File: src/rtl/mgmt_c22_pkg.sv
package mgmt_c22_pkg;

    localparam int REG_W      = 16;
    localparam int DATA_W     = 16;
    localparam int ADDR_W     = 5;
    localparam int CR_W       = 3;
    localparam int PRE_BITS   = 32;
    localparam int FRAME_BITS = PRE_BITS + 2 + 2 + 2 * ADDR_W + 2 + DATA_W;
    localparam int IDX_W      = $clog2(FRAME_BITS);
    localparam int IDX_TA     = FRAME_BITS - DATA_W - 2;
    localparam int IDX_DATA   = FRAME_BITS - DATA_W;
    localparam int HALF_W     = 7;

    // Command register image, MSB first
    typedef struct packed {
        logic [ADDR_W-1:0] phy;
        logic [ADDR_W-1:0] regad;
        logic [CR_W-1:0]   cr;
        logic              rd;
        logic              valid;
        logic              go;
    } cmd_t;

    typedef enum logic {SH_IDLE, SH_RUN} sh_state_t;

    // Half of the MDC period in core cycles for a clock-range code
    function automatic logic [HALF_W-1:0] cr_half(input logic [CR_W-1:0] code);
        case (code)
            3'd0:    return HALF_W'(21);
            3'd1:    return HALF_W'(31);
            3'd2:    return HALF_W'(8);
            3'd3:    return HALF_W'(13);
            3'd4:    return HALF_W'(51);
            3'd5:    return HALF_W'(62);
            default: return HALF_W'(21);
        endcase
    endfunction

    function automatic logic [FRAME_BITS-1:0] build_frame(
        input logic              rd,
        input logic [ADDR_W-1:0] phy,
        input logic [ADDR_W-1:0] regad,
        input logic [DATA_W-1:0] wd
    );
        logic [1:0]        opc;
        logic [1:0]        ta;
        logic [DATA_W-1:0] dat;
        opc = rd ? 2'b10 : 2'b01;
        ta  = rd ? 2'b00 : 2'b10;
        dat = rd ? '0 : wd;
        return {{PRE_BITS{1'b1}}, 2'b01, opc, phy, regad, ta, dat};
    endfunction

endpackage

File: src/rtl/mgmt_c22_mdc_gen.sv
module mgmt_c22_mdc_gen
    import mgmt_c22_pkg::*;
(
    input  logic              clk,
    input  logic              rst,
    input  logic              run,
    input  logic [HALF_W-1:0] half,
    output logic              mdc,
    output logic              rise_evt,
    output logic              fall_evt
);

    logic [HALF_W-1:0] cnt_q;
    logic              mdc_q;
    logic              tick;

    assign tick     = run && (cnt_q == half - HALF_W'(1));
    assign rise_evt = tick && !mdc_q;
    assign fall_evt = tick && mdc_q;
    assign mdc      = mdc_q;

    always_ff @(posedge clk) begin
        if (rst || !run) begin
            cnt_q <= '0;
            mdc_q <= 1'b0;
        end else if (tick) begin
            cnt_q <= '0;
            mdc_q <= ~mdc_q;
        end else begin
            cnt_q <= cnt_q + HALF_W'(1);
        end
    end

endmodule

File: src/rtl/mgmt_c22_shifter.sv
module mgmt_c22_shifter
    import mgmt_c22_pkg::*;
(
    input  logic              clk,
    input  logic              rst,
    input  logic              start,
    input  logic              rd,
    input  logic [ADDR_W-1:0] phy,
    input  logic [ADDR_W-1:0] regad,
    input  logic [DATA_W-1:0] wdata,
    input  logic              rise_evt,
    input  logic              fall_evt,
    input  logic              mdio_in,
    output logic              active,
    output logic              done,
    output logic              mdio_o,
    output logic              mdio_oe,
    output logic [DATA_W-1:0] rd_word
);

    sh_state_t             state_q;
    logic [FRAME_BITS-1:0] frame_q;
    logic [IDX_W-1:0]      idx_q;
    logic                  rd_q;
    logic [DATA_W-1:0]     cap_q;
    logic                  last_bit;
    logic                  released;

    assign active   = (state_q == SH_RUN);
    assign last_bit = (idx_q == IDX_W'(FRAME_BITS - 1));
    assign done     = active && fall_evt && last_bit;
    assign released = rd_q && (idx_q >= IDX_W'(IDX_TA));
    assign mdio_oe  = active && !released;
    assign mdio_o   = active && frame_q[FRAME_BITS-1];
    assign rd_word  = cap_q;

    always_ff @(posedge clk) begin
        if (rst) begin
            state_q <= SH_IDLE;
            frame_q <= '0;
            idx_q   <= '0;
            rd_q    <= 1'b0;
            cap_q   <= '0;
        end else if (!active) begin
            if (start) begin
                state_q <= SH_RUN;
                frame_q <= build_frame(rd, phy, regad, wdata);
                idx_q   <= '0;
                rd_q    <= rd;
            end
        end else begin
            if (rise_evt && rd_q && (idx_q >= IDX_W'(IDX_DATA)))
                cap_q <= {cap_q[DATA_W-2:0], mdio_in};
            if (fall_evt) begin
                if (last_bit) begin
                    state_q <= SH_IDLE;
                    rd_q    <= 1'b0;
                end else begin
                    idx_q   <= idx_q + IDX_W'(1);
                    frame_q <= {frame_q[FRAME_BITS-2:0], 1'b0};
                end
            end
        end
    end

endmodule

File: src/rtl/mgmt_c22_regs.sv
module mgmt_c22_regs
    import mgmt_c22_pkg::*;
(
    input  logic              clk,
    input  logic              rst,
    input  logic              reg_wr,
    input  logic              reg_addr,
    input  logic [REG_W-1:0]  reg_wdata,
    output logic [REG_W-1:0]  reg_rdata,
    input  logic              frm_active,
    input  logic              frm_done,
    input  logic [DATA_W-1:0] rd_word,
    output logic              go,
    output logic              busy,
    output logic              rd,
    output logic [ADDR_W-1:0] phy,
    output logic [ADDR_W-1:0] regad,
    output logic [CR_W-1:0]   cr_act,
    output logic [DATA_W-1:0] data_val
);

    cmd_t              wcmd;
    logic              cmd_wr;
    logic              dat_wr;
    logic              busy_q;
    logic              go_q;
    logic              valid_q;
    logic              rd_q;
    logic [ADDR_W-1:0] phy_q;
    logic [ADDR_W-1:0] regad_q;
    logic [CR_W-1:0]   cr_q;
    logic [CR_W-1:0]   cr_act_q;
    logic [DATA_W-1:0] data_q;
    cmd_t              rcmd;

    assign wcmd   = cmd_t'(reg_wdata);
    assign cmd_wr = reg_wr && !reg_addr;
    assign dat_wr = reg_wr && reg_addr;

    always_comb begin
        rcmd.phy   = phy_q;
        rcmd.regad = regad_q;
        rcmd.cr    = cr_q;
        rcmd.rd    = rd_q;
        rcmd.valid = valid_q;
        rcmd.go    = busy_q;
        reg_rdata  = reg_addr ? REG_W'(data_q) : REG_W'(rcmd);
    end

    always_ff @(posedge clk) begin
        if (rst) begin
            busy_q   <= 1'b0;
            go_q     <= 1'b0;
            valid_q  <= 1'b0;
            rd_q     <= 1'b0;
            phy_q    <= '0;
            regad_q  <= '0;
            cr_q     <= '0;
            cr_act_q <= '0;
            data_q   <= '0;
        end else begin
            go_q <= 1'b0;
            if (cmd_wr)
                cr_q <= wcmd.cr;
            if (!busy_q) begin
                if (cmd_wr) begin
                    valid_q  <= wcmd.valid;
                    rd_q     <= wcmd.rd;
                    phy_q    <= wcmd.phy;
                    regad_q  <= wcmd.regad;
                    busy_q   <= wcmd.go;
                    go_q     <= wcmd.go && wcmd.valid;
                    cr_act_q <= wcmd.cr;
                end else begin
                    cr_act_q <= cr_q;
                end
                if (dat_wr)
                    data_q <= reg_wdata;
            end else if (frm_done) begin
                busy_q <= 1'b0;
                if (rd_q)
                    data_q <= rd_word;
            end else if (!go_q && !frm_active) begin
                busy_q <= 1'b0;
            end
        end
    end

    assign go       = go_q;
    assign busy     = busy_q;
    assign rd       = rd_q;
    assign phy      = phy_q;
    assign regad    = regad_q;
    assign cr_act   = cr_act_q;
    assign data_val = data_q;

endmodule

File: src/rtl/mgmt_c22_master.sv
module mgmt_c22_master
    import mgmt_c22_pkg::*;
(
    input  logic             clk,
    input  logic             rst,
    input  logic             reg_wr,
    input  logic             reg_addr,
    input  logic [REG_W-1:0] reg_wdata,
    output logic [REG_W-1:0] reg_rdata,
    output logic             mdc,
    output logic             mdio_o,
    output logic             mdio_oe,
    input  logic             mdio_in
);

    logic              go;
    logic              busy;
    logic              cmd_rd;
    logic [ADDR_W-1:0] cmd_phy;
    logic [ADDR_W-1:0] cmd_regad;
    logic [CR_W-1:0]   cr_act;
    logic [DATA_W-1:0] data_val;
    logic [DATA_W-1:0] rd_word;
    logic              frm_active;
    logic              frm_done;
    logic              rise_evt;
    logic              fall_evt;

    mgmt_c22_regs u_regs (
        .clk        (clk),
        .rst        (rst),
        .reg_wr     (reg_wr),
        .reg_addr   (reg_addr),
        .reg_wdata  (reg_wdata),
        .reg_rdata  (reg_rdata),
        .frm_active (frm_active),
        .frm_done   (frm_done),
        .rd_word    (rd_word),
        .go         (go),
        .busy       (busy),
        .rd         (cmd_rd),
        .phy        (cmd_phy),
        .regad      (cmd_regad),
        .cr_act     (cr_act),
        .data_val   (data_val)
    );

    mgmt_c22_mdc_gen u_mdc (
        .clk      (clk),
        .rst      (rst),
        .run      (frm_active),
        .half     (cr_half(cr_act)),
        .mdc      (mdc),
        .rise_evt (rise_evt),
        .fall_evt (fall_evt)
    );

    mgmt_c22_shifter u_shift (
        .clk      (clk),
        .rst      (rst),
        .start    (go),
        .rd       (cmd_rd),
        .phy      (cmd_phy),
        .regad    (cmd_regad),
        .wdata    (data_val),
        .rise_evt (rise_evt),
        .fall_evt (fall_evt),
        .mdio_in  (mdio_in),
        .active   (frm_active),
        .done     (frm_done),
        .mdio_o   (mdio_o),
        .mdio_oe  (mdio_oe),
        .rd_word  (rd_word)
    );

endmodule

File: config.mk
export PLATFORM = sky130hd
export DESIGN_NAME = mgmt_c22_master
export DESIGN_NICKNAME = d
export VERILOG_FILES = /design/src/rtl/mgmt_c22_pkg.sv /design/src/rtl/mgmt_c22_mdc_gen.sv /design/src/rtl/mgmt_c22_shifter.sv /design/src/rtl/mgmt_c22_regs.sv /design/src/rtl/mgmt_c22_master.sv
export SDC_FILE = /design/constraint.sdc
export NUM_CORES = 1
export LEC_CHECK = 0
export ABC_AREA = 1
export BUFFER_PORTS_ARGS = -buffer_cell sky130_fd_sc_hd__buf_4
export CORE_UTILIZATION = 40
export DETAILED_ROUTE_END_ITERATION = 8
export HOLD_SLACK_MARGIN = 0.05
export PLACE_DENSITY = 0.64
export SETUP_SLACK_MARGIN = 0.05
export SYNTH_ARGS = -nofsm -noshare
export SYNTH_HDL_FRONTEND = slang
export SYNTH_SLANG_ARGS = --single-unit
File: constraint.sdc
create_clock -name clk -period 5.2 [get_ports clk]
set_clock_uncertainty 0.15 [all_clocks]
set_input_delay 0.26 -clock clk [delete_from_list [all_inputs] [get_ports clk]]
set_output_delay 0.26 -clock clk [all_outputs]
set_load 0.1 [all_outputs]
=== Word level (Yosys, flattened, before mapping) ===
Index checks and enable logic that the tools add are counted.

* Output and inout port bits: 19
* Word-level logic and storage cells: 95
* Bits of input ports: 21
* Register bits after elaboration: 132

* Add/subtract/negate cells: 3
* Muxes and demuxes: 30
* Magnitude comparators: 2
* Bitwise logic cells: 3
* Reduce and logical (&&, ||, !) cells: 29
* Eq/ne operators: 12

{| class="wikitable"
|+ Operators by type and width
! cell !! count
|-
| two-way mux 64 bit || 4
|-
| two-way mux 16 bit || 6
|-
| one-hot mux 6 bit (5 select lines) || 1
|-
| two-way mux 6 bit || 4
|-
| logical AND 1 bit || 14
|-
| >= comparator 6 bit (second input constant) || 2
|-
| two-way mux 1 bit || 12
|-
| AND reduction 3 bit || 3
|-
| != test 2 bit (second input constant) || 4
|-
| adder 7 x 1 -> 7 bit (second input constant) || 1
|-
| equality test 7 bit || 1
|-
| subtractor 6 x 1 -> 7 bit (second input constant) || 1
|-
| adder 6 x 1 -> 6 bit (second input constant) || 1
|-
| equality test 3 x 2 -> 1 bit (second input constant) || 2
|-
| equality test 3 bit (second input constant) || 2
|-
| equality test 6 bit (second input constant) || 1
|-
| logical NOT 1 bit || 5
|-
| two-way mux 2 bit || 2
|-
| AND reduction 2 bit || 2
|-
| nonzero test 2 bit || 2
|-
| equality test 3 x 1 -> 1 bit (second input constant) || 1
|-
| two-way mux 3 bit || 1
|-
| inverter 1 bit || 3
|-
| OR reduction 3 bit || 1
|-
| 3 further kinds || 3
|}

=== Logic depth before layout (Yosys ltp) ===
Gate-level depths: netlist (run 1).

* Depth after elaboration: 10
* Depth in mapped cells: 21
* Mapped depth without buffers: 20

=== Cells and area by module ===
A second synthesis (run 1) with hierarchy kept.

* Cell total of the unflattened synthesis: 1,023
* Area total of the unflattened synthesis: 6,433.7 um2

{| class="wikitable"
|+ By module, submodules not included
! module !! area each (um2) !! seq. area each (um2) !! cells an instance !! times used
|-
| mgmt_c22_shifter || 3,881.2 || 1,761.7 || 600 || 1
|-
| mgmt_c22_regs || 1,884.3 || 720.7 || 314 || 1
|-
| mgmt_c22_mdc_gen || 580.6 || 160.2 || 94 || 1
|-
| mgmt_c22_master || 87.6 || 0.0 || 15 || 1
|}

=== Worst setup path before layout (run 1) ===
No wires, ideal clock.

* Path kind: register -> output
* Start: register u_regs.busy_q (netlist: u_regs.busy)
* End: output port reg_rdata[0]
* Slack: 2.045 ns
* Data required time: 4.790 ns
* Stages on the path, launching flop included: 4
* Buffers on the path: 1
* Arrival time: 2.745 ns
* Cells stage by stage: dfxtp_1 inv_1 clkbuf_1 o21ai_0

* Cells in the longest elaborated chain, start to end: 1

{| class="wikitable"
|+ Ends and longest elaborated chain
! element !! line !! RTL
|-
| start: declaration || mgmt_c22_regs.sv:25 || <nowiki>logic busy_q;</nowiki>
|-
| start signal: assignment || mgmt_c22_regs.sv:71 || <nowiki>busy_q <= wcmd.go;</nowiki>
|-
| two-way mux 16 bit || mgmt_c22_regs.sv:47 || <nowiki>reg_rdata = reg_addr ? REG_W'(data_q) : REG_W'(rcmd);</nowiki>
|-
| end: declaration || mgmt_c22_master.sv:9 || <nowiki>output logic [REG_W-1:0] reg_rdata,</nowiki>
|}

No other way between the ends.

=== Worst setup path in the final report (run 1) ===
* Start: register u_regs.cr_act_q[1] (netlist: u_regs.cr_act[1])
* End: register u_regs.data_q[1] (netlist: u_regs.data_val[1])

* Cells in the longest elaborated chain, start to end: 10
* Elaborated cells on any way between the ends: 14
* Classes of those cells: 1 x add/sub; 7 x eq/ne; 1 x mux; 5 x reduce/logical

{| class="wikitable"
|+ Ends and longest elaborated chain
! element !! line !! RTL
|-
| start: declaration || mgmt_c22_regs.sv:32 || <nowiki>logic [CR_W-1:0] cr_act_q;</nowiki>
|-
| start signal: assignment || mgmt_c22_regs.sv:73 || <nowiki>cr_act_q <= wcmd.cr;</nowiki>
|-
| start signal: assignment || mgmt_c22_regs.sv:75 || <nowiki>cr_act_q <= cr_q;</nowiki>
|-
| equality test 3 bit, or another cell as far along || mgmt_c22_pkg.sv:28 || <nowiki>case (code)</nowiki>
|-
| one-hot mux 6 bit (5 select lines) (*) || mgmt_c22_pkg.sv:28 ||
|-
| subtractor 6 x 1 -> 7 bit (*) || mgmt_c22_mdc_gen.sv:17 || <nowiki>assign tick = run && (cnt_q == half - HALF_W'(1));</nowiki>
|-
| equality test 7 bit (*) || mgmt_c22_mdc_gen.sv:17 ||
|-
| logical AND 1 bit (*) || mgmt_c22_mdc_gen.sv:17 ||
|-
| logical AND 1 bit (*) || mgmt_c22_mdc_gen.sv:19 || <nowiki>assign fall_evt = tick && mdc_q;</nowiki>
|-
| logical AND 1 bit (*) (2 in series) || mgmt_c22_shifter.sv:31 || <nowiki>assign done = active && fall_evt && last_bit;</nowiki>
|-
| != test 2 bit (no line) (*) || n/a ||
|-
| AND reduction 3 bit (no line) (*) || n/a ||
|-
| end signal: assignment || mgmt_c22_regs.sv:78 || <nowiki>data_q <= reg_wdata;</nowiki>
|-
| end signal: assignment || mgmt_c22_regs.sv:82 || <nowiki>data_q <= rd_word;</nowiki>
|-
| end: declaration || mgmt_c22_regs.sv:33 || <nowiki>logic [DATA_W-1:0] data_q;</nowiki>
|}

Every way passes the cells marked *; elsewhere a longest branch is shown, timed or not.
A chain may end at the register's enable or synchronous reset.

==> out/metrics.csv, run 1 <==
stage,metric,value,unit
status,status,"complete, no violations",
critical_path,Max Fanout on Critical Path,20,
clock_network,worst skew pair latency,0.42,ns
place,Final Wtd Congestion,0.784,
route,DR iter-0 viols,296,
layout,share of cells above drive strength 1,9.59,%
global_route,gr usage total,18.2,%
sta,relative slew slack,33.1,%
power,Power Dens Cells,379,nW/µm²
run,Max-Cap Viols,0,
clock_network,CTS tree,done,
sta,Setup TNS,0,ns
die,Die Span Y,124,µm
critical_path,Critical-path top delay cell,nand3_1,
place,Placed Area,6240,µm²
layout,most frequent cells in the layout,"nor2_1, nand2_1, dfxtp_1",
die,Core Area,14500,µm²
clock_network,# H-tree levels,4,
route,WL final,13300,µm
die,row cnt,44,
sta,Min Hold Slack,0.0644,ns
synth,Mapped Area,5950,µm²
critical_path,CP required,5.40,ns
power,Int Pwr,2030,µW
die,Initial Util,41.0,%
power,Net Sw Power,656,µW
route,total number of vias,5270,
global_route,number of global-route vias before repair,4641,
route,wire length per cell,12.2,µm
sta,period utilization,69.4,%
die,Die Wd,124,µm
power,Peak VDD IR,0.227,mV
synth,syn_nets,895,
sta,RSZ-0062 raised after global routing,no,
critical_path,WS Path Type,flop to flop,
clock_network,CTS sink cnt,132,
clock_network,hold buffer count at cts,16,
layout,ANT cells,0,
critical_path,crit path DAT,3.81,ns
critical_path,critical path buffer and inverter count,2,
clock_network,Worst-path clk slew,0.05,ns
critical_path,crit-path max cell delay,0.63,ns
sta,Slew Limit Fails,0,
synth,"area leader, netlist",dfxtp_1,
power,clock power share,49.9,%
global_route,Congestion Overflow GR,0,
synth,post-synth top area share,44.4,%
critical_path,cell breakdown of the critical path,inv_1 -> ha_1 -> a21oi_2 -> nand2_1 -> inv_1 -> ha_1 -> nand2_1 -> nand2_1 -> nor2_1 -> nand3_1 -> nor2_2 -> nand4_1 -> nand2_1 -> nand3_1 -> nand2_1 -> nand2_1 -> nor2_1,
clock_network,Clock Tree Buf Depth,2,
synth,yosys warns,0,
route,# DRC,0,
route,Antenna Nets Post-Route,0,
route,via/cell ratio,4.83,
sta,endpoints failing setup,0,
sta,fmax,277,MHz
layout,"commonest non-fill, non-tap cell in the layout",nor2_1,
critical_path,crit start category,flop,
die,Die ar.,15400,µm²
layout,Layout area overhead,18.9,%
sta,min cycle time layout,3.61,ns
critical_path,cell repeated most along the worst path,nand2_1,
layout,design area,7080,µm²
power,Seq pwr share,39.5,%
synth,mean post-synth cell area,6.86,µm²
power,Combinational Power Share,10.6,%
place,placed insts,1043,
power,leakage power,0.00309,µW
synth,"flops & latches, synth",132,
clock_network,TritonCTS Buffers,17,
die,I/O pins,40,
synth,"Seq/Total Area, Yosys",44.4,%
critical_path,flop-to-flop setup slack,1.59,ns
global_route,initial antenna violation count,0,
clock_network,# resized after CTS,0,
synth,Gate Count Post-Synth,868,
global_route,largest net degree at the start of global routing,99,
place,Port Buffers,39,
worst_hold_path,min-delay worst type,input pin to flop,
sta,Fin. Hold Viols,0,
route,drt pass-1 iters,5,
critical_path,kind of cell adding the most delay to the critical path,simple AND/OR/NAND/NOR gates,
global_route,first-pass GRT wire length,21900,µm
synth,Synth area leaders,"dfxtp_1, nor2_1, nand2_1, o21ai_0, inv_1",
clock_network,CTS root buf,clkbuf_16,
sta,Worst-Margin Slew,1.00,ns
layout,Nets,921,
place,Final HPWL DP,8210,µm
layout,Finished Layout Cells,1091,
power,sw frac,24.4,%
synth,post-synth cell types,36,
critical_path,CP Capture Type,flop,
clock_network,total setup buffers inserted after CTS,0,
==> metrics by stage <==
stage          worst slack [ns]  util, %  total power (µW)
2_1_floorplan              2.04        -              1290
3_3_place_gp               1.66     43.0              1350
3_5_place_dp               1.57     43.0              1360
4_1_cts                    1.56     48.7              2710
5_1_grt                    1.17     48.7              2790
6_report                   1.59     48.7              2690
==> state kept, by name, indices dropped and copies added (netlist names), 3 cells and up <==
name / count
u_mdc.cnt_q: 7
u_regs.cr_act: 3
u_regs.cr_q: 3
u_regs.data_val: 16
u_regs.phy: 5
u_regs.regad: 5
u_shift.frame_q: 64
u_shift.idx_q: 6
u_shift.rd_word: 16
==> power groups by stage <==
stage	clock network, µW	registers (µW)	logic (µW)
3_3_place_gp	0	1080	273
4_1_cts	1360	1060	284
6_report	1340	1060	283
3_5_place_dp	0	1080	274
2_1_floorplan	0	1080	216
5_1_grt	1410	1070	316
==> final cells by class <==
| cell class | count | area [µm²] |
|---|---|---|
| clock buffer | 21 | 480 |
| inverter | 91 | 345 |
| tap | 184 | 230 |
| clock inverter | 11 | 196 |
| sequential | 132 | 2640 |
| multi-input combinational | 594 | 2710 |
| fill | 1429 | 7450 |
| timing repair buffer | 58 | 475 |
==> final timing paths <==
check                                   start                                to  depth (start not counted)
max             u_regs.cr_act[1]$_SDFFE_PP0N_   u_regs.data_val[1]$_SDFFE_PP0P_                         17
min                                       rst         u_regs.cr_q[0]$_SDFF_PP0_                          2
max reg2reg     u_regs.cr_act[1]$_SDFFE_PP0N_   u_regs.data_val[1]$_SDFFE_PP0P_                         17
min reg2reg  u_shift.rd_word[15]$_SDFFE_PP0P_  u_shift.rd_word[15]$_SDFFE_PP0P_                          2
==> cells by family after synthesis <==
| group | Yosys count | share of synthesized area [%] |
|---|---|---|
| AOI/OAI and AO/OA | 184 | 15.7 |
| xor gates and xnor gates | 4 | 0.589 |
| adders and majority gates | 6 | 1.26 |
| buffers and inverters | 142 | 10.1 |
| and+or+nand+nor | 400 | 27.9 |
| DFF | 132 | 44.4 |
==> cell usage after synthesis <==
master    count
buf_6         6
a21oi_1      51
nand3_2       1
buf_2         6
o21ai_0      96
nand2_4       1
a21oi_2       1
a31oi_1       1
inv_1        87
buf_4         4
nand3_1      17
nand2_1     154
xnor2_1       2
dfxtp_1     132
clkbuf_1     33
inv_2         2
o21ai_1      31
inv_4         1
nor2_4        2
nand2_8       1
nor2_1      186
nand3b_1      1
o211ai_1      3
nor2_2        1
nor3_1        3
nand2_2       1
buf_1         2
clkinv_1      1
nand4_1      28
or2_0         1
or3_1         1
nor3b_1       1
ha_1          6
xor2_1        2
o21bai_1      1
nor4_1        1
==> layer usage <==
layer  global-route usage, %  share of wire, %
met4                    7.96               1.8
met5                       0                 0
met2                    28.5                43
met3                    3.71               3.0
met1                    24.3                52
No activity file was read; power rests on OpenSTA's default activity.
==> run 2, diff against run 1 <==
- clock period: 5.2 -> 3.38 ns (I/O delays scaled with it)
==> run 2 against run 1 <==
  * Die area is the same
  * Maximum frequency grew 21%
  * Final area rose by 1.0%
  * Register-to-register slack got worse by 1.2 ns
  * Global-route usage increased by 1.0 points
  * Clock power is 38% higher
  * Sequential share of layout area shrank 0.37 points
  * First-iteration DRC count increased by 11%
  * Count of clock-buffer cells in the layout shrank 2
  * Via count grew 1.9%
  * Largest power group unchanged
==> out/metrics.csv, run 2 (synthesis gave the netlist of run 1 again) <==
stage,metric,value,unit,change
place,Final HPWL DP,8570,µm,was 8210 µm
global_route,first-pass GRT wire length,23000,µm,was 21900 µm
sta,Setup WS post-layout,0.403,ns,was 1.59 ns
place,Final Wtd Congestion,0.771,,was 0.784
route,# DRC,0,,unchanged
sta,min cycle time layout,2.98,ns,was 3.61 ns
clock_network,# H-tree levels,4,,unchanged
clock_network,Clock Tree Buf Depth,2,,unchanged
power,leakage power,0.00313,µW,was 0.00309 µW
die,Core Area,14500,µm²,unchanged
route,met3 wire len,563,µm,was 401 µm
die,row cnt,44,,unchanged
die,I/O pins,40,,unchanged
layout,share of cells above drive strength 1,10.1,%,was 9.59%
critical_path,CP Capture Type,flop,,unchanged
status,status,"complete, no violations",,unchanged
clock_network,TritonCTS Buffers,17,,unchanged
global_route,initial antenna violation count,0,,unchanged
route,drt pass-1 iters,7,,was 5
sta,Fin. Hold Viols,0,,unchanged
global_route,number of global-route vias before repair,4867,,was 4641
sta,fmax,336,MHz,was 277 MHz
global_route,gr usage total,19.3,%,was 18.2%
critical_path,crit start category,flop,,unchanged
power,Power Dens Cells,549,nW/µm²,was 379 nW/µm²
clock_network,CTS root buf,clkbuf_16,,unchanged
power,Peak VDD IR,0.361,mV,was 0.227 mV
layout,"commonest non-fill, non-tap cell in the layout",nor2_1,,unchanged
place,"worst slack, placed",0.271,ns,was 1.57 ns
layout,max reg flops,64,,unchanged
layout,area used by multi-input combinational logic,2720,µm²,was 2710 µm²
die,Die ar.,15400,µm²,unchanged
critical_path,Max Fanout on Critical Path,32,,was 20
global_route,Congestion Overflow GR,0,,unchanged
run,Max-Cap Viols,0,,unchanged
sta,relative slew slack,52.9,%,was 33.1%
route,Antenna Nets Post-Route,0,,unchanged
sta,RSZ-0062 raised after global routing,no,,unchanged
sta,period utilization,88.1,%,was 69.4%
place,Port Buffers,39,,unchanged
route,top routing layer used,met4,,unchanged
route,wire length per cell,12.6,µm,was 12.2 µm
route,M1 wire length,6920,µm,was 6940 µm
die,Initial Util,41.0,%,unchanged
critical_path,CP required,3.55,ns,was 5.40 ns
route,via/cell ratio,4.85,,was 4.83
layout,Reg area,2640,µm²,unchanged
critical_path,Reg2Reg Depth,18,,was 17
clock_network,Worst-path clk slew,0.06,ns,was 0.05 ns
clock_network,CTS tree,done,,unchanged
layout,Top reg by flops,u_shift.frame_q,,unchanged
layout,Layout area overhead,20.1,%,was 18.9%
die,Die Wd,124,µm,unchanged
sta,Slew Limit Fails,0,,unchanged
layout,FILL cells,1472,,was 1429
clock_network,worst skew pair latency,0.42,ns,about the same
sta,Setup TNS,0,ns,unchanged
critical_path,WS Path Type,flop to flop,,unchanged
route,met2 WL post-DR,6290,µm,was 5750 µm
critical_path,crit path DAT,3.14,ns,was 3.81 ns
worst_hold_path,WHS Path Cells,4,,was 2
global_route,largest net degree at the start of global routing,52,,was 99
route,total number of vias,5370,,was 5270
worst_hold_path,min-delay worst type,input pin to flop,,unchanged
clock_network,total setup buffers inserted after CTS,0,,unchanged
die,Die Span Y,124,µm,unchanged
sta,Worst-Margin Slew,0.706,ns,was 1.00 ns
route,WL final,14000,µm,was 13300 µm
route,DR iter-0 viols,330,,was 296
layout,ANT cells,0,,unchanged
layout,most frequent cells in the layout,"nor2_1, nand2_1, dfxtp_1",,unchanged
layout,Nets,938,,was 921
sta,endpoints failing setup,0,,unchanged
clock_network,CTS sink cnt,132,,unchanged
-- run 2: timing repair --
action,4_1_cts,5_1_grt
hold buffers,23,0
gates resized for setup,0,3
endpoints found under the hold margin,44,0
setup endpoints to repair,0,37
-- run 2: power by group --
part | internal (µW) | total (µW) | switching (µW)
Combinational | 136 | 450 | 314
Sequential | 1600 | 1630 | 24.7
Clock | 1150 | 1850 | 692
Total | 2900 | 3930 | 1030
-- run 2: final timing paths --
path	startpoint	to	slack [ns]
min reg2reg	u_shift.frame_q[15]$_SDFFE_PP0P_	u_shift.frame_q[16]$_SDFFE_PP0P_	0.32
max reg2reg	u_regs.cr_act[1]$_SDFFE_PP0N_	u_shift.frame_q[5]$_SDFFE_PP0P_	0.40
max	u_regs.cr_act[1]$_SDFFE_PP0N_	u_shift.frame_q[5]$_SDFFE_PP0P_	0.40
min	reg_addr	u_regs.busy$_SDFF_PP0_	0.21
-- run 2: through the flow --
step / hold slack [ns] / total power (µW) / utilization [%] / area, µm² / instances
final: 0.206 / 3930 / 49.2 / 7150 / 1107
after global routing: 0.255 / 4090 / 49.2 / 7150 / 1107
after CTS: 0.193 / 3960 / 49.1 / 7130 / 1106
after detailed placement: 0.288 / 2090 / 43.4 / 6310 / 1052
after global placement: 0.291 / 2090 / 43.4 / 6310 / 1052
after floorplan: 0.167 / 1990 / - / 5950 / 868
-- run 2: area by class of cell --
cell class                 count  area share, %
clock buffer                  19           6.05
clock inverter                12           2.22
inverter                      91           4.81
multi-input combinational    595           38.0
sequential                   132           36.9
tap                          184           3.22
timing repair buffer          74           8.73
-- run 2: layer usage --
| metal | up-vias | global-route usage [%] |
|---|---|---|
| li1 | 2858 | - |
| met1 | 2394 | 24.7 |
| met2 | 98 | 31.1 |
| met3 | 20 | 5.08 |
| met4 | 0 | 6.85 |
| met5 | - | 0 |
-- run 2: worst max-delay path, cell delays in order, from the launching register on --
cell and delay [ns]:
dfxtp_1 0.40, inv_1 0.10, ha_1 0.32, a21oi_2 0.17, nand2_1 0.10, inv_1 0.06
ha_1 0.23, nand2_1 0.06, nand2_1 0.05, nor2_1 0.09, nand3_1 0.09, nor2_2 0.16
nand2_2 0.12, nor2_4 0.13, nand2_4 0.10, nand2_8 0.17, inv_4 0.16, nor2_1 0.14
nor2_1 0.05
==> run 3, diff against run 2 <==
- CAP_MARGIN: default -> 20
- PLACE_DENSITY: 0.64 -> 0.66
- clock period: 3.38 -> 2.6 ns (I/O delays scaled with it)
==> run 3 against run 2 <==
  * Clock power is 29% higher
  * Register-to-register slack worse by 0.47 ns
  * Die area stayed put
  * Worst hold slack better by 0.054 ns
  * Count of clock-buffer cells in the layout is 2 lower
  * Maximum frequency is 12% higher
  * Wire length is 13% higher
  * Global-route usage is 0.79 points higher
  * The run now ends with negative setup slack left
==> out/metrics.csv, run 3 (synthesis gave the netlist of run 1 again) <==
stage,metric,value,unit,change
clock_network,TritonCTS Buffers,17,,unchanged
sta,RSZ-0062 raised after global routing,yes,,was no
die,row cnt,44,,unchanged
critical_path,kind of cell adding the most delay to the critical path,simple AND/OR/NAND/NOR gates,,unchanged
global_route,first-pass GRT wire length,23900,µm,was 23000 µm
clock_network,# H-tree levels,4,,unchanged
critical_path,critical path buffer and inverter count,5,,was 3
global_route,gr usage total,20.1,%,was 19.3%
clock_network,Clock Tree Buf Depth,2,,unchanged
critical_path,crit-path max cell delay,0.33,ns,was 0.40 ns
route,wire length per cell,13.9,µm,was 12.6 µm
global_route,largest net degree at the start of global routing,79,,was 52
sta,fmax,375,MHz,was 336 MHz
power,clock power share,45.7,%,was 47.0%
power,Net Sw Power,1530,µW,was 1030 µW
status,status,"complete, but fails checks",,"was complete, no violations"
critical_path,crit start category,flop,,unchanged
critical_path,Crit path depth,20,,was 18
global_route,initial antenna violation count,0,,unchanged
power,Int Pwr,3690,µW,was 2900 µW
die,I/O pins,40,,unchanged
layout,share of cells above drive strength 1,23.7,%,was 10.1%
clock_network,Worst-path clk slew,0.06,ns,about the same
layout,final core occ,55.4,%,was 49.2%
route,# DRC,0,,unchanged
die,Initial Util,41.0,%,unchanged
clock_network,CTS root buf,clkbuf_16,,unchanged
critical_path,Max Fanout on Critical Path,9,,was 32
sta,min cycle time layout,2.67,ns,was 2.98 ns
route,DR iter-0 viols,420,,was 330
clock_network,CTS sink cnt,132,,unchanged
run,Max-Cap Viols,0,,unchanged
critical_path,Critical-path top delay cell,dfxtp_2,,was dfxtp_1
place,Final Wtd Congestion,0.785,,was 0.771
power,Final Power,5220,µW,was 3930 µW
power,Peak VDD IR,0.508,mV,was 0.361 mV
critical_path,CP Capture Type,flop,,unchanged
sta,Min Hold Slack,0.260,ns,was 0.206 ns
power,Combinational Power Share,13.6,%,was 11.5%
layout,Top reg by flops,u_shift.frame_q,,unchanged
place,Port Buffers,39,,unchanged
route,WL final,15800,µm,was 14000 µm
sta,Slew Limit Fails,0,,unchanged
critical_path,CP required,2.81,ns,was 3.55 ns
die,Die Wd,124,µm,unchanged
critical_path,cell repeated most along the worst path,nand2_2,,
clock_network,worst skew pair latency,0.43,ns,was 0.42 ns
critical_path,cell breakdown of the critical path,inv_2 -> ha_4 -> a21oi_4 -> nand2_2 -> inv_2 -> ha_4 -> inv_1 -> nand2_1 -> nand2_2 -> inv_1 -> nand2_2 -> nand3_2 -> nor2_4 -> nand2_2 -> nor2_4 -> nand2_8 -> nand2_8 -> clkbuf_16 -> o21ai_1 -> nor2_1,,was inv_1 -> ha_1 -> a21oi_2 -> nand2_1 -> inv_1 -> ha_1 -> nand2_1 -> nand2_1 -> nor2_1 -> nand3_1 -> nor2_2 -> nand2_2 -> nor2_4 -> nand2_4 -> nand2_8 -> inv_4 -> nor2_1 -> nor2_1
critical_path,flop-to-flop setup slack,-0.07,ns,was 0.40 ns
layout,ANT cells,0,,unchanged
sta,endpoints failing setup,74,,was 0
sta,relative slew slack,49.8,%,was 52.9%
power,leakage power,0.00343,µW,was 0.00313 µW
place,"worst slack, placed",-0.0452,ns,was 0.271 ns
die,Die ar.,15400,µm²,unchanged
critical_path,reg-to-reg startpoint,u_regs.cr_act[1]$_SDFFE_PP0N_,,unchanged
global_route,Congestion Overflow GR,0,,unchanged
power,Seq pwr share,40.6,%,was 41.5%
layout,Nets,966,,was 938
critical_path,Reg2Reg Depth,20,,was 18
layout,max reg flops,64,,unchanged
sta,Worst-Margin Slew,0.753,ns,was 0.706 ns
sta,Fin. Hold Viols,0,,unchanged
critical_path,crit path to,u_shift.frame_q[9]$_SDFFE_PP0P_,,was u_shift.frame_q[5]$_SDFFE_PP0P_
sta,Setup WS post-layout,-0.0699,ns,was 0.403 ns
clock_network,CTS tree,done,,unchanged
power,sw frac,29.3,%,was 26.2%
route,via/cell ratio,5.06,,was 4.85
sta,period utilization,103,%,was 88.1%
layout,"commonest non-fill, non-tap cell in the layout",nor2_1,,unchanged
layout,Layout area overhead,35.2,%,was 20.1%
place,Final HPWL DP,8400,µm,was 8570 µm
critical_path,WS Path Type,flop to flop,,unchanged
critical_path,origin of the worst setup path,u_regs.cr_act[1]$_SDFFE_PP0N_,,unchanged
worst_hold_path,Worst Hold Launch,reg_wr,,was reg_addr
route,drt pass-1 iters,5,,was 7
route,total number of vias,5743,,was 5370
critical_path,worst r2r dst,u_shift.frame_q[9]$_SDFFE_PP0P_,,was u_shift.frame_q[5]$_SDFFE_PP0P_
global_route,number of global-route vias before repair,5099,,was 4867
status,violated checks,negative setup slack,,
route,Antenna Nets Post-Route,0,,unchanged
die,Core Area,14500,µm²,unchanged
critical_path,crit path DAT,2.88,ns,was 3.14 ns
layout,most frequent cells in the layout,"nor2_1, dfxtp_1, nand2_1",,"was nor2_1, nand2_1, dfxtp_1"
worst_hold_path,min-delay worst type,input pin to flop,,unchanged
die,Die Span Y,124,µm,unchanged
power,Power Dens Cells,649,nW/µm²,was 549 nW/µm²
==> run 3: layout make-up <==
class / count / area (µm²)
Multi-Input combinational cell: 595 / 3140
Fill cell: 1332 / 6480
Clock inverter: 15 / 159
Inverter: 91 / 354
Sequential cell: 132 / 2650
Timing Repair Buffer: 102 / 1100
Clock buffer: 17 / 425
Tap cell: 184 / 230
==> run 3: power by group through the flow <==
stage	sequential [µW]	clock [µW]	combinational, µW
4_1_cts	2120	2420	650
6_report	2120	2390	712
2_1_floorplan	2160	0	440
3_3_place_gp	2160	0	580
3_5_place_dp	2160	0	584
5_1_grt	2130	2510	773
==> run 3: through the flow <==
step	instances	setup TNS [ns]	instance area [µm²]
global route	1136	-16.76	8050
global placement	1062	0	6470
finish	1136	-2.29	8050
detailed placement	1062	-0.637	6470
CTS	1127	-0.0670	7600
floorplan	868	-0.741	5980
==> run 3: timing repair <==
item / 4_1_cts / 5_1_grt
endpoints found under the hold margin: 49 / 0
hold buffers: 22 / 0
setup buffers: 7 / 2
pin swaps: 23 / 58
gates cloned: 4 / 9
setup endpoints to repair: 98 / 104
resized for setup: 59 / 104
==> run 3: worst min path at each step <==
stage	endpoint	slack [ns]	cells past startpoint
after floorplan	u_regs.go$_SDFF_PP0_	0.13	2
after global placement	u_regs.regad[2]$_SDFFE_PP0P_	0.25	3
after detailed placement	u_regs.regad[0]$_SDFFE_PP0P_	0.26	3
after CTS	u_regs.data_val[9]$_SDFFE_PP0P_	0.23	7
after global routing	u_regs.data_val[0]$_SDFFE_PP0P_	0.30	7
final	u_regs.data_val[9]$_SDFFE_PP0P_	0.26	7
==> run 3: per-layer routing <==
metal	global-route usage (%)	part of all wire (%)	vias to the layer above
li1	-	-	2932
met1	24.5	46	2653
met2	33.8	48	126
met3	4.03	3.9	32
met4	9.52	2.2	0
met5	0	0	-
==> run 3: worst min-delay path, cell delays in order <==
cell and delay [ns]:
buf_4 0.11, inv_1 0.07, o21ai_0 0.07, buf_4 0.19, nand4_1 0.10, nand2_1 0.05, nor2_1 0.08
